--- config.mk ---
export PLATFORM = sky130hd
export DESIGN_NAME = usb_fs_xcvr_if
export DESIGN_NICKNAME = d
export VERILOG_FILES = /design/src/rtl/usb_fs_xcvr_pkg.sv /design/src/rtl/usb_fs_tx_enc.sv /design/src/rtl/usb_fs_rx_dec.sv /design/src/rtl/usb_fs_xcvr_if.sv
export SDC_FILE = /design/constraint.sdc
export NUM_CORES = 1
export LEC_CHECK = 0
export ABC_AREA = 1
export CORE_AREA = 2 2 39 41
export DETAILED_ROUTE_END_ITERATION = 12
export DIE_AREA = 0 0 41 43
export DONT_BUFFER_PORTS = 1
export PLACE_DENSITY = 0.46
export SLEW_MARGIN = 0
export SYNTH_ARGS = -nofsm -noshare
export SYNTH_HDL_FRONTEND = slang
export SYNTH_SLANG_ARGS = --single-unit
--- constraint.sdc ---
create_clock -name clk_i -period 1.9 [get_ports clk_i]
set_input_delay 0.475 -clock clk_i [delete_from_list [all_inputs] [get_ports clk_i]]
set_output_delay 0.475 -clock clk_i [all_outputs]
set_load 0.1 [all_outputs]
--- src/rtl/usb_fs_xcvr_pkg.sv ---
package usb_fs_xcvr_pkg;

    typedef struct packed {
        logic dp_drv;
        logic dm_drv;
        logic line_oe;
        logic rcv;
        logic dat_vp;
        logic se0_vm;
        logic pin_oe;
        logic rcv_hold;
    } xcvr_state_t;

    localparam xcvr_state_t XCVR_RESET = '{default: 1'b0};

endpackage

--- src/rtl/usb_fs_tx_enc.sv ---
module usb_fs_tx_enc (
    input  logic enc_dat_se0_i,
    input  logic oe_ni,
    input  logic line_rst_ni,
    input  logic por_i,
    input  logic dat_vp_i,
    input  logic se0_vm_i,
    output logic dp_o,
    output logic dm_o,
    output logic oe_o
);
    logic drive_en;
    logic dp_raw;
    logic dm_raw;

    always_comb begin
        drive_en = !oe_ni && line_rst_ni && !por_i;
        if (enc_dat_se0_i) begin
            // Forced single-ended zero overrides the data bit
            dp_raw = se0_vm_i ? 1'b0 : dat_vp_i;
            dm_raw = se0_vm_i ? 1'b0 : !dat_vp_i;
        end else begin
            dp_raw = dat_vp_i;
            dm_raw = se0_vm_i;
        end
        oe_o = drive_en;
        dp_o = drive_en && dp_raw;
        dm_o = drive_en && dm_raw;
    end
endmodule

--- src/rtl/usb_fs_rx_dec.sv ---
module usb_fs_rx_dec (
    input  logic enc_dat_se0_i,
    input  logic bidir_i,
    input  logic oe_ni,
    input  logic suspend_i,
    input  logic dp_rx_i,
    input  logic dm_rx_i,
    input  logic rcv_diff_i,
    input  logic hold_q_i,
    output logic rcv_o,
    output logic hold_d_o,
    output logic dat_vp_o,
    output logic se0_vm_o,
    output logic pin_oe_o
);
    logic rx_active;
    logic line_diff;
    logic rcv_val;

    always_comb begin
        rx_active = oe_ni && !suspend_i;
        line_diff = dp_rx_i ^ dm_rx_i;
        rcv_val   = line_diff ? rcv_diff_i : hold_q_i;

        rcv_o    = rx_active && rcv_val;
        hold_d_o = (rx_active && line_diff) ? rcv_diff_i : hold_q_i;

        pin_oe_o = bidir_i && oe_ni;
        dat_vp_o = 1'b0;
        se0_vm_o = 1'b0;
        if (pin_oe_o) begin
            if (enc_dat_se0_i) begin
                dat_vp_o = suspend_i ? dp_rx_i : rcv_val;
                se0_vm_o = !dp_rx_i && !dm_rx_i;
            end else begin
                dat_vp_o = dp_rx_i;
                se0_vm_o = dm_rx_i;
            end
        end
    end
endmodule

--- src/rtl/usb_fs_xcvr_if.sv ---
module usb_fs_xcvr_if
    import usb_fs_xcvr_pkg::*;
(
    input  logic clk_i,
    input  logic rst_ni,
    input  logic enc_dat_se0_i,
    input  logic bidir_i,
    input  logic oe_ni,
    input  logic suspend_i,
    input  logic line_rst_ni,
    input  logic por_i,
    input  logic dat_vp_i,
    input  logic se0_vm_i,
    input  logic dp_rx_i,
    input  logic dm_rx_i,
    input  logic rcv_diff_i,
    output logic dp_drv_o,
    output logic dm_drv_o,
    output logic line_oe_o,
    output logic rcv_o,
    output logic dat_vp_o,
    output logic se0_vm_o,
    output logic pin_oe_o
);
    xcvr_state_t state_d;
    xcvr_state_t state_q;

    logic tx_dp, tx_dm, tx_oe;
    logic rx_rcv, rx_hold, rx_dat, rx_se0, rx_pin_oe;

    usb_fs_tx_enc u_tx (
        .enc_dat_se0_i (enc_dat_se0_i),
        .oe_ni         (oe_ni),
        .line_rst_ni   (line_rst_ni),
        .por_i         (por_i),
        .dat_vp_i      (dat_vp_i),
        .se0_vm_i      (se0_vm_i),
        .dp_o          (tx_dp),
        .dm_o          (tx_dm),
        .oe_o          (tx_oe)
    );

    usb_fs_rx_dec u_rx (
        .enc_dat_se0_i (enc_dat_se0_i),
        .bidir_i       (bidir_i),
        .oe_ni         (oe_ni),
        .suspend_i     (suspend_i),
        .dp_rx_i       (dp_rx_i),
        .dm_rx_i       (dm_rx_i),
        .rcv_diff_i    (rcv_diff_i),
        .hold_q_i      (state_q.rcv_hold),
        .rcv_o         (rx_rcv),
        .hold_d_o      (rx_hold),
        .dat_vp_o      (rx_dat),
        .se0_vm_o      (rx_se0),
        .pin_oe_o      (rx_pin_oe)
    );

    always_comb begin
        state_d          = state_q;
        state_d.dp_drv   = tx_dp;
        state_d.dm_drv   = tx_dm;
        state_d.line_oe  = tx_oe;
        state_d.rcv      = rx_rcv;
        state_d.rcv_hold = rx_hold;
        state_d.dat_vp   = rx_dat;
        state_d.se0_vm   = rx_se0;
        state_d.pin_oe   = rx_pin_oe;
    end

    always_ff @(posedge clk_i or negedge rst_ni) begin
        if (!rst_ni) state_q <= XCVR_RESET;
        else         state_q <= state_d;
    end

    assign dp_drv_o  = state_q.dp_drv;
    assign dm_drv_o  = state_q.dm_drv;
    assign line_oe_o = state_q.line_oe;
    assign rcv_o     = state_q.rcv;
    assign dat_vp_o  = state_q.dat_vp;
    assign se0_vm_o  = state_q.se0_vm;
    assign pin_oe_o  = state_q.pin_oe;
endmodule

==> metrics.md <==
| Metric | Value |
|---|---|
| Status | completed |
| Comb pwr share | 0.223 |
| CP max stage delay | 0.32 ns |
| Syn. warnings | 0 |
| RSZ-0062 raised after global routing | false |
| Die ar. | 1760 sq um |
| Die H | between 40 and 50 um |
| Final Power | 392 uW |
| R2R setup slack | between 1 and 1.5 ns |
| CTS max path bufs | 2 |
| # DRC | 0 |
| Post-Syn Instances | 42 |
| Worst Path Arrival | 0.84 ns |
| Grt ovf | 0 |
| Layout cells sized above 1 | 0.208 |
| Initial Util | 0.250 |
| Final Util | 0.325 |
| Switch Pwr | 119 uW |
| Crit Reg-Reg Endpoint | dat_vp_o$_DFF_PN0_ |
| Worst rel slew slack | 0.775 |
| Period utilization | 0.692 |
| Antenna cells | 0 |
| Worst slew pin tran | 0.337 ns |
| Worst-Skew Late Latency | 0.24 ns |
| CP Max Fanout | 1 |
| Cell family with most CP delay | flip-flops |
| R2R cell count | 4 |
| Max Cap Viol | 0 |
| Vias/cell | between 3 and 4 |
| Nets@finish | 69 |
| Crit path required time | between 1 and 1.5 ns |
| Critical path depth in cells | 1 |
| Antenna violations before repair | 0 |
| Leak Pwr | 0.269 nW |
| Wire length per cell | roughly 9.0 um |
| Power Internal | about 270 uW |
| Worst min path class | in -> reg |
| Routability Congestion | between 0.6 and 0.7 |
| Vias in the first global route | 246 |
| Drt first pass iters | 1 |
| Post-route ant nets | 0 |
| Clk slew on worst S/H paths | ~0.050 ns |
| WL final | approximately 620 um |
| Sw Ratio | 0.303 |
| Final Hold Vio Count | 0 |
| Setup WS post-layout | between 0.5 and 0.6 ns |
| CTS tree | yes |
| Cts bufs inserted | 3 |
| GRT Util Overall | 0.0811 |
| Clock share of power | 0.305 |
| Critical-path cell list | buf_4 |
| Synth Register Bits | 8 |
| Crit Path Category | reg -> out |
| Area Overhead vs Synth | 30.4% |
| Synth Cell Area | 345 sq um |
| Hold buffer count at CTS | 1 |
| CP endpoint kind | output pin |
| Fill count | 157 |
| Crit path to | line_oe_o |
| Fmax | around 760 MHz |
| Global-route wire length before repair | 890 um |
| CTS Root Cell | clkbuf_4 |
| Mapped Nets | 56 |
| P per Cell Area | a little under 900 nW/um^2 |
| DRT iter0 DRCs | 0 |
| FP Rows | 14 |
| CP max stage cell | dfrtp_1 |
| FF+latch area | approximately 200 sq um |
| Final-report setup violation count | 0 |
| Clock skew | 0.0000763 ns |
| Setup TNS | 0 ns |
| Worst r2r src | state_q[0]$_DFFE_PN0P_ |
| Crit. Startpoint | line_oe_o$_DFF_PN0_ |
| Hold path depth | 1 |
| Largest net degree at the start of global routing | 9 |
| Die Wd | about 41 um |
| Max IR drop VDD | approximately 0.16 mV |
| Clock sink count | 8 |
| Minimum clock period | 1.31 ns |
| Multi-input logic area | around 110 sq um |
| Port Buf Inserts | 0 |
| # IOs | 20 |
| Postcts setup bufs | 0 |
| Flop pwr share | 0.473 |
| Core region area | between 1000 and 1500 sq um |
| Seq/Total Area, Yosys | 0.580 |
| Synthesized area per cell | 8.22 sq um |
| Worst slack, placed | around 0.68 ns |
| CP bufs+invs | 1 |
| Startpoint types | flop |
| WHS | 0.295 ns |
| Post-DP HPWL | 529 um |
| Final Max Slew Viols | 0 |
| # resized after CTS | 0 |
| Synth cell types | 9 |
| DR vias | 274 |
| H-tree lvl count | 1 |
[synthesized netlist by cell type]
| cell | number | area [sq um] |
|---|---|---|
| nor2_2 | 1 | 6.26 |
| nand3_1 | 1 | 5.00 |
| ha_1 | 1 | 12.5 |
| nand2_1 | 14 | 52.6 |
| dfrtp_1 | 8 | 200 |
| nor2_1 | 4 | 15.0 |
| o21ai_0 | 1 | 5.00 |
| inv_1 | 9 | 33.8 |
| a21oi_1 | 3 | 15.0 |
[per-layer routing]
metal / share of wire / global-route usage
met4: 0 / 0.100
met2: 0.51 / 0.119
met5: 0 / 0
met3: 0.11 / 0.0262
met1: 0.38 / 0.0728
[power by group through the flow]
| stage | Clock (mW) | Sequential (mW) | Combinational, mW |
|---|---|---|---|
| 2_1_floorplan | 0 | 0.232 | 0.0238 |
| 3_3_place_gp | 0 | 0.188 | 0.0826 |
| 3_5_place_dp | 0 | 0.188 | 0.0835 |
| 4_1_cts | 0.127 | 0.185 | 0.0883 |
| 5_1_grt | 0.134 | 0.187 | 0.0943 |
| 6_report | 0.119 | 0.185 | 0.0873 |
[stage by stage]
step	cell area (sq um)	instances
after floorplan	345	42
after global placement	418	65
final	450	69
after global routing	450	69
after detailed placement	418	65
after CTS	450	69
[cell usage in the layout (no fill, tap or decap)]
master         instances
nand3_1                1
nand2_1               14
dfrtp_1                8
a21oi_1                3
dlygate4sd3_1          1
inv_1                  9
nor2_1                 4
buf_4                  7
nor2_2                 1
o21ai_0                1
ha_1                   1
clkbuf_4               3
[final cells by class]
| type | instances | share of cell area |
|---|---|---|
| inverters | 9 | 0.0750 |
| multi-input cells | 25 | 0.247 |
| flip-flops and latches | 8 | 0.444 |
| repair buffers | 8 | 0.139 |
| clock buffers | 3 | 0.0500 |
| well taps | 16 | 0.0444 |
[kinds of logic (layout without fill, tap and decap cells)]
kind of cell	after synthesis	count (layout)	synth area share
and+or+nand+nor	20	20	0.228
buffers and inverters	9	20	0.0978
DFF	8	8	0.580
AOI/OAI and AO/OA	4	4	0.0579
adders and majority gates	1	1	0.0362
[registers in the layout, indices dropped and copies added (netlist names)]
signal	flops
dat_vp_o	1
dm_drv_o	1
dp_drv_o	1
line_oe_o	1
pin_oe_o	1
rcv_o	1
se0_vm_o	1
state_q	1
[how the worst min path moves through the flow]
stage / from / to / slack [ns]
after CTS: por_i / line_oe_o$_DFF_PN0_ / 0.29
after floorplan: rst_ni / dat_vp_o$_DFF_PN0_ / 0.18
after global placement: rst_ni / state_q[0]$_DFFE_PN0P_ / 0.18
after detailed placement: rst_ni / state_q[0]$_DFFE_PN0P_ / 0.18
final: por_i / line_oe_o$_DFF_PN0_ / 0.30
after global routing: por_i / line_oe_o$_DFF_PN0_ / 0.29
No activity file was read; power rests on OpenSTA's default activity.
